[config.mk]
export PLATFORM = sky130hd
export DESIGN_NAME = flash_seq
export DESIGN_NICKNAME = d
export VERILOG_FILES = /design/src/rtl/flash_seq_pkg.sv /design/src/rtl/pulse_timer.sv /design/src/rtl/addr_walker.sv /design/src/rtl/byte_match.sv /design/src/rtl/flash_seq.sv
export SDC_FILE = /design/constraint.sdc
export NUM_CORES = 1
export LEC_CHECK = 0
export ABC_AREA = 1
export BUFFER_PORTS_ARGS = -buffer_cell sky130_fd_sc_hd__buf_2
export CORE_MARGIN = 2
export CORE_UTILIZATION = 55
export CTS_CLUSTER_DIAMETER = 100
export DETAILED_ROUTE_END_ITERATION = 10
export PLACE_DENSITY_LB_ADDON = 0.3
export REMOVE_ABC_BUFFERS = 1
export SYNTH_ARGS = -nofsm -noshare
export SYNTH_HDL_FRONTEND = slang
export SYNTH_HIERARCHICAL = 1
export SYNTH_SLANG_ARGS = --single-unit
[constraint.sdc]
create_clock -name clk -period 6.3 [get_ports clk]
set_clock_uncertainty 0.2 [all_clocks]
set_input_delay 0.945 -clock clk [delete_from_list [all_inputs] [get_ports clk]]
set_output_delay 0.945 -clock clk [all_outputs]
set_load 0.01 [all_outputs]
[src/rtl/flash_seq_pkg.sv]
package flash_seq_pkg;

   typedef enum logic [1:0] {
      OP_NONE = 2'b00,
      OP_PROG = 2'b01,
      OP_SECT = 2'b10,
      OP_CHIP = 2'b11
   } op_e;

   typedef enum logic [3:0] {
      ST_IDLE,
      ST_P_PULSE,
      ST_P_VFY,
      ST_E_CHK,
      ST_E_PRE,
      ST_E_PVFY,
      ST_E_PULSE,
      ST_E_VFY
   } st_e;

endpackage

[src/rtl/pulse_timer.sv]
module pulse_timer #(
   parameter int CNT_W = 4
) (
   input  logic             clk,
   input  logic             rst_n,
   input  logic             load,
   input  logic [CNT_W-1:0] load_val,
   output logic             zero
);
   logic [CNT_W-1:0] cnt_q;

   always_ff @(posedge clk or negedge rst_n) begin
      if (!rst_n) begin
         cnt_q <= '0;
      end else if (load) begin
         cnt_q <= load_val;
      end else if (cnt_q != '0) begin
         cnt_q <= cnt_q - 1'b1;
      end
   end

   assign zero = (cnt_q == '0);

endmodule

[src/rtl/addr_walker.sv]
module addr_walker #(
   parameter int OFF_W = 14
) (
   input  logic             clk,
   input  logic             rst_n,
   input  logic             clr,
   input  logic             step,
   output logic [OFF_W-1:0] off,
   output logic             last
);
   logic [OFF_W-1:0] off_q;

   always_ff @(posedge clk or negedge rst_n) begin
      if (!rst_n) begin
         off_q <= '0;
      end else if (clr) begin
         off_q <= '0;
      end else if (step) begin
         off_q <= off_q + 1'b1;
      end
   end

   assign off  = off_q;
   assign last = &off_q;

endmodule

[src/rtl/byte_match.sv]
module byte_match #(
   parameter bit ERASED = 1'b1
) (
   input  logic [7:0] rd,
   output logic       hit
);
   generate
      if (ERASED) begin : g_erased
         assign hit = (rd == 8'hFF);
      end else begin : g_programmed
         assign hit = (rd == 8'h00);
      end
   endgenerate

endmodule

[src/rtl/flash_seq.sv]
module flash_seq
   import flash_seq_pkg::*;
#(
   parameter int ADDR_W  = 17,
   parameter int SECT_W  = 3,
   parameter int PGM_CYC = 40,
   parameter int ERS_CYC = 400,
   parameter int MAX_TRY = 8
) (
   input  logic              clk,
   input  logic              rst_n,
   input  logic              ce,
   input  logic              req_valid,
   input  logic [1:0]        req_op,
   input  logic [ADDR_W-1:0] req_addr,
   input  logic [7:0]        req_data,
   output logic              busy,
   output logic              done,
   output logic              fail,
   output logic [ADDR_W-1:0] arr_addr,
   output logic [7:0]        arr_wdata,
   output logic              arr_pgm,
   output logic              arr_ers,
   output logic [SECT_W-1:0] arr_sect,
   input  logic [7:0]        arr_rdata
);
   localparam int OFF_W = ADDR_W - SECT_W;
   localparam int MAXC  = (PGM_CYC > ERS_CYC) ? PGM_CYC : ERS_CYC;
   localparam int TMR_W = $clog2(MAXC + 1);
   localparam int TRY_W = $clog2(MAX_TRY + 1);
   localparam logic [TMR_W-1:0] PGM_V = TMR_W'(PGM_CYC - 1);
   localparam logic [TMR_W-1:0] ERS_V = TMR_W'(ERS_CYC - 1);
   localparam logic [TRY_W-1:0] TRY_LIM = TRY_W'(MAX_TRY);

   // elaboration-time parameter checks
   generate
      if (SECT_W < 1 || OFF_W < 1) begin : g_bad_split
         $error("flash_seq: ADDR_W must exceed SECT_W and SECT_W must be positive");
      end
      if (PGM_CYC < 1 || ERS_CYC < 1) begin : g_bad_pulse
         $error("flash_seq: pulse widths must be at least one cycle");
      end
      if (MAX_TRY < 1) begin : g_bad_try
         $error("flash_seq: MAX_TRY must be at least one");
      end
   endgenerate

   st_e               st_q;
   op_e               op_q;
   logic [ADDR_W-1:0] pa_q;
   logic [7:0]        pd_q;
   logic [SECT_W-1:0] sec_q, sec_last_q;
   logic [TRY_W-1:0]  tries_q;
   logic [TRY_W-1:0]  tries_nx;
   logic              done_q, fail_q;

   logic              accept;
   logic              hit_zero, hit_ff, hit_prog;
   logic              exhaust;
   logic              in_pulse;
   logic              tmr_zero;
   logic [TMR_W-1:0]  tmr_val;
   logic              wk_clr, wk_step, off_last;
   logic [OFF_W-1:0]  off;
   logic              pre_item_ok;

   assign accept   = (st_q == ST_IDLE) && req_valid && ce && (op_e'(req_op) != OP_NONE);
   assign hit_prog = (arr_rdata == pd_q);
   assign tries_nx = tries_q + 1'b1;
   assign exhaust  = (tries_nx >= TRY_LIM);
   assign in_pulse = (st_q == ST_P_PULSE) || (st_q == ST_E_PRE) || (st_q == ST_E_PULSE);
   assign pre_item_ok = ((st_q == ST_E_CHK) || (st_q == ST_E_PVFY)) && hit_zero;

   byte_match #(.ERASED(1'b0)) u_match_zero (.rd(arr_rdata), .hit(hit_zero));
   byte_match #(.ERASED(1'b1)) u_match_ff   (.rd(arr_rdata), .hit(hit_ff));

   // timer loads whenever no pulse runs; value picked for the pulse that follows
   assign tmr_val = ((st_q == ST_E_VFY) || (pre_item_ok && off_last)) ? ERS_V : PGM_V;

   pulse_timer #(.CNT_W(TMR_W)) u_timer (
      .clk      (clk),
      .rst_n    (rst_n),
      .load     (!in_pulse),
      .load_val (tmr_val),
      .zero     (tmr_zero)
   );

   assign wk_clr  = accept || (st_q == ST_E_PULSE) || ((st_q == ST_E_VFY) && hit_ff && off_last);
   assign wk_step = (pre_item_ok && !off_last) || ((st_q == ST_E_VFY) && hit_ff && !off_last);

   addr_walker #(.OFF_W(OFF_W)) u_walker (
      .clk   (clk),
      .rst_n (rst_n),
      .clr   (wk_clr),
      .step  (wk_step),
      .off   (off),
      .last  (off_last)
   );

   always_ff @(posedge clk or negedge rst_n) begin
      if (!rst_n) begin
         st_q       <= ST_IDLE;
         op_q       <= OP_NONE;
         pa_q       <= '0;
         pd_q       <= '0;
         sec_q      <= '0;
         sec_last_q <= '0;
         tries_q    <= '0;
         done_q     <= 1'b0;
         fail_q     <= 1'b0;
      end else begin
         done_q <= 1'b0;
         case (st_q)
            ST_IDLE: begin
               if (accept) begin
                  op_q    <= op_e'(req_op);
                  pa_q    <= req_addr;
                  pd_q    <= req_data;
                  tries_q <= '0;
                  fail_q  <= 1'b0;
                  if (op_e'(req_op) == OP_PROG) begin
                     st_q <= ST_P_PULSE;
                  end else begin
                     st_q <= ST_E_CHK;
                     if (op_e'(req_op) == OP_CHIP) begin
                        sec_q      <= '0;
                        sec_last_q <= '1;
                     end else begin
                        sec_q      <= req_addr[ADDR_W-1:OFF_W];
                        sec_last_q <= req_addr[ADDR_W-1:OFF_W];
                     end
                  end
               end
            end
            ST_P_PULSE: begin
               if (tmr_zero) st_q <= ST_P_VFY;
            end
            ST_P_VFY: begin
               if (hit_prog || exhaust) begin
                  st_q   <= ST_IDLE;
                  done_q <= 1'b1;
                  fail_q <= !hit_prog;
               end else begin
                  tries_q <= tries_nx;
                  st_q    <= ST_P_PULSE;
               end
            end
            ST_E_CHK: begin
               tries_q <= '0;
               if (!hit_zero)     st_q <= ST_E_PRE;
               else if (off_last) st_q <= ST_E_PULSE;
            end
            ST_E_PRE: begin
               if (tmr_zero) st_q <= ST_E_PVFY;
            end
            ST_E_PVFY: begin
               if (hit_zero) begin
                  tries_q <= '0;
                  st_q    <= off_last ? ST_E_PULSE : ST_E_CHK;
               end else if (exhaust) begin
                  st_q   <= ST_IDLE;
                  done_q <= 1'b1;
                  fail_q <= 1'b1;
               end else begin
                  tries_q <= tries_nx;
                  st_q    <= ST_E_PRE;
               end
            end
            ST_E_PULSE: begin
               if (tmr_zero) st_q <= ST_E_VFY;
            end
            ST_E_VFY: begin
               if (hit_ff) begin
                  if (off_last) begin
                     tries_q <= '0;
                     if (sec_q == sec_last_q) begin
                        st_q   <= ST_IDLE;
                        done_q <= 1'b1;
                        fail_q <= 1'b0;
                     end else begin
                        sec_q <= sec_q + 1'b1;
                        st_q  <= ST_E_CHK;
                     end
                  end
               end else if (exhaust) begin
                  st_q   <= ST_IDLE;
                  done_q <= 1'b1;
                  fail_q <= 1'b1;
               end else begin
                  tries_q <= tries_nx;
                  st_q    <= ST_E_PULSE;
               end
            end
            default: st_q <= ST_IDLE;
         endcase
      end
   end

   assign busy      = (st_q != ST_IDLE);
   assign done      = done_q;
   assign fail      = fail_q;
   assign arr_addr  = (op_q == OP_PROG) ? pa_q : {sec_q, off};
   assign arr_wdata = (st_q == ST_P_PULSE) ? pd_q : 8'h00;
   assign arr_pgm   = (st_q == ST_P_PULSE) || (st_q == ST_E_PRE);
   assign arr_ers   = (st_q == ST_E_PULSE);
   assign arr_sect  = sec_q;

   // run-length counters used only by the pulse-width properties
   logic [TMR_W-1:0] pgm_run_q, ers_run_q;
   always_ff @(posedge clk or negedge rst_n) begin
      if (!rst_n) begin
         pgm_run_q <= '0;
         ers_run_q <= '0;
      end else begin
         pgm_run_q <= arr_pgm ? pgm_run_q + 1'b1 : '0;
         ers_run_q <= arr_ers ? ers_run_q + 1'b1 : '0;
      end
   end

   AST_STROBE_EXCL: assert property (@(posedge clk) disable iff (!rst_n) !(arr_pgm && arr_ers));
   AST_PGM_WIDTH: assert property (@(posedge clk) disable iff (!rst_n) $fell(arr_pgm) |-> (pgm_run_q == TMR_W'(PGM_CYC)));
   AST_ERS_WIDTH: assert property (@(posedge clk) disable iff (!rst_n) $fell(arr_ers) |-> (ers_run_q == TMR_W'(ERS_CYC)));
   AST_JOB_FROZEN: assert property (@(posedge clk) disable iff (!rst_n) busy |=> ($stable(pa_q) && $stable(pd_q) && $stable(sec_last_q)));
   AST_DONE_IDLE: assert property (@(posedge clk) disable iff (!rst_n) done |-> !busy);
   AST_DONE_SINGLE: assert property (@(posedge clk) disable iff (!rst_n) done |=> !done);
   AST_SECT_ASCEND: assert property (@(posedge clk) disable iff (!rst_n) (busy && $past(busy) && (sec_q != $past(sec_q))) |-> (sec_q == SECT_W'($past(sec_q) + 1'b1)));
   AST_ERS_RANGE: assert property (@(posedge clk) disable iff (!rst_n) arr_ers |-> (arr_sect <= sec_last_q));
   AST_TRY_CAP: assert property (@(posedge clk) disable iff (!rst_n) tries_q < TRY_LIM);

endmodule

==> results.md <==
* WL final at 9.02 mm
* CP Class: in2reg
* H-Tree Depth at 3
* Largest net degree at the start of global routing at 66
* Multi-input logic area at 0.00215 sq mm
* Reg clk slew, reported paths at 0.07 ns
* Startpoint types: primary input
* Setup Viol. Count Final at 0
* RSZ-0062 raised after global routing: no
* Ant diodes at 0
* Avg WL per Cell at 12.1 um
* Hpwl dp at 6.83 mm
* PD cells at 405 mW/mm^2
* Tot GR Track Use at 23.5%
* Final nets at 683
* Worst relative slew slack at 46.0%
* Clock sinks at 65
* WL met1 at 4.14 mm
* Clock share of power at 20.3%
* Cell leakage power at 2.66 nW
* End of the worst hold path: pa_q[9]
* Layout cell share with drive strength beyond 1 at 22.4%
* Register bit total from synthesis at 65
* Sequential area share after synthesis at 39.7%
* Hold wc startpoint: pa_q[9]
* Overflow after GRT at 0
* Sw Ratio at 42.1%
* R2R cell count at 10
* Critical Path Sink Type: register
* Most frequent CP cell: nor2_4
* Worst path top cell family by delay: simple AND/OR/NAND/NOR gates
* IO Pins at 72
* Post-CTS Hold Fix Bufs at 0
* R2R Setup Slk at 3.33 ns
* Outcome: complete, no violations
* Worst IR Drop VDD at 234 uV
* CTS Root Cell: clkbuf_8
* Num CTS Buffers at 9
* Initial antenna violation count at 0
* CTS resizes at 0
* Initial DRC Count at 289
* Number of synthesized flops with an enable pin at 0
* Vias at 3760
* Post-CTS setup buffer count at 0
* Antenna viol nets, final at 0
* Minimum clock period at 3.09 ns
* Commonest non-fill, non-tap cell in the layout: nand2_1
* Max clock buf depth at 2
* RD Place Congestion at 0.893
* Drt drc at 0
* CP startpoint: ce
* Area Growth Syn to Fin at 16.1%
* Highest routed metal layer: met4
* Cell variety after synth at 39
* CP max FO at 39
* Vias per cell at 5.06
* Die X at 90.3 um
* Comb pwr share at 44.3%
* Arr. time, crit path at 3.11 ns
* I/O Buffers at 71
* Reg area at 0.00163 sq mm
* Int Pwr at 1.12 mW
* Commonest register cell after synthesis: dfrtp_1
* Drt first pass iters at 5
* Core Region at 0.00721 sq mm
* HP Class: reg2reg
* Slowest CP cell: nor2_4
* Final Max Slew Viols at 0
* Final Hold Vio Count at 0
* Asr flop ratio synth at 100%
* WL met2 at 4.36 mm
* Gate Count Post-Synth at 564
* Worst path bufs/invs at 2
* Vias in the first global route at 3557
* Post-Syn Area at 0.00410 sq mm
* Initial Util at 56.8%
* DR WL met3 at 425 um
* Global-route wire length before repair at 15.7 mm
* Crit path required time at 6.32 ns
* R2r startpoint: st_q[1]
* Slew @ Worst Pin at 0.809 ns
* Critical path cell sequence: buf_2 -> nand2_1 -> o21bai_1 -> nor2_4 -> inv_2 -> nand3_1 -> nor2_4 -> nor2_4 -> nand2_2 -> nor3b_1 -> nor2_1
* Switching pwr at 810 uW
* CTS tree: yes
* Chip height at 90.3 um
* Std-Cell Rows at 31
* Final period utilization at 49.0%
* Commonest non-fill, non-tap cells in the layout: 200 x nand2_1, 71 x buf_2, 65 x inv_1, 65 x dfrtp_1, 53 x nor2_1
* Synth Area per Inst at 7.26 sq um
* Hold depth at 2
* Fin Hold WS at 0.276 ns
* Worst path max stage delay at 0.61 ns
* Worst skew pair latency at 0.34 ns
* R2r endpoint: u_walker/off[9]
* YS warnings at 6
* Die ar. at 0.00815 sq mm
* Part of the power in registers at 35.3%
* Fmax at 0.324 GHz
* Max-Cap Viols at 0
* Setup TNS at 0 ns
* # fillers at 667
[how the worst max path moves through the flow]
stage / endpoint / slack [ns] / cells after the start
final: u_walker/off[9] / 3.21 / 11
after global routing: u_walker/off[9] / 3.03 / 11
after CTS: u_walker/off[9] / 3.23 / 11
after floorplan: u_walker/off[10] / 3.38 / 10
after global placement: u_walker/off[9] / 2.97 / 11
after detailed placement: u_walker/off[9] / 2.90 / 11
[power by group through the flow]
stage	clock network [mW]	registers (mW)	logic, mW
after global placement	0	0.679	0.826
final	0.392	0.680	0.853
after global routing	0.414	0.700	0.982
after floorplan	0	0.662	0.640
after CTS	0.397	0.680	0.859
after detailed placement	0	0.687	0.854
[registers in the layout (all words and copies together), names as in the netlist]
register / cells
done: 1
op_q: 2
pd_q: 8
tries_q: 4
st_q: 3
fail: 1
pa_q: 17
u_walker/off: 14
arr_sect: 3
u_timer/cnt_q: 9
sec_last_q: 3
[stage by stage]
step                      power (mW)  instance area [sq um]  setup slack [ns]  instances  utilization [%]
after global placement          1.51                   4540              2.97        728             62.9
after global routing            2.10                   4750              3.03        743             65.9
after floorplan                 1.30                   4050              3.38        557                -
after detailed placement        1.54                   4540              2.90        728             62.9
final                           1.93                   4750              3.21        743             65.9
after CTS                       1.93                   4750              3.23        743             65.9
[cell type report]
class / count / share of cell area [%]
Inverter: 73 / 5.76
Tap cell: 99 / 2.61
Sequential cell: 65 / 34.2
Multi-Input combinational cell: 419 / 45.2
Clock buffer: 10 / 2.89
Clock inverter: 5 / 1.68
Timing Repair Buffer: 72 / 7.63
[synthesized netlist by cell type (3+ instances only)]
cell,count,area share [%]
nand3_1,27,3.3
nor3_1,4,0.49
a21oi_1,12,1.5
o21ai_0,29,3.5
o21ai_1,6,0.73
nor2_4,8,2.2
nor2_1,53,4.9
o21bai_2,3,0.82
nand2_2,7,1.1
inv_2,7,0.64
ha_1,4,1.2
buf_2,4,0.49
clkbuf_1,3,0.27
o21ai_2,3,0.64
a31oi_1,3,0.46
mux2_2,14,3.8
nand4_1,5,0.76
nand3_2,3,0.73
nand2_1,200,18
xnor2_1,10,2.1
inv_1,65,6.0
dfrtp_1,65,40
nor3b_1,3,0.55
nand3_4,3,1.3
[routing by layer]
| metal | up-vias | global-route usage [%] |
|---|---|---|
| met2 | 104 | 39.7 |
| met4 | 0 | 8.97 |
| met3 | 10 | 3.51 |
| met5 | - | 0 |
| li1 | 1911 | - |
| met1 | 1735 | 30.8 |
[cells by family after synthesis]
logic type,count (synthesis),share of synthesized area (%)
compound gates,62,8.77
flops,65,39.7
fa+ha+maj,4,1.22
mux,14,3.85
xor+xnor,11,2.35
simple gates,323,35.8
buf+inv,83,8.09
other cells,2,0.183
[tightest hold or removal path, stage by stage, from the launching register on]
cell     delay [ns]
dfrtp_1        0.35
nand2_1        0.05
nand2_1        0.05
No activity file was read; power rests on OpenSTA's default activity.
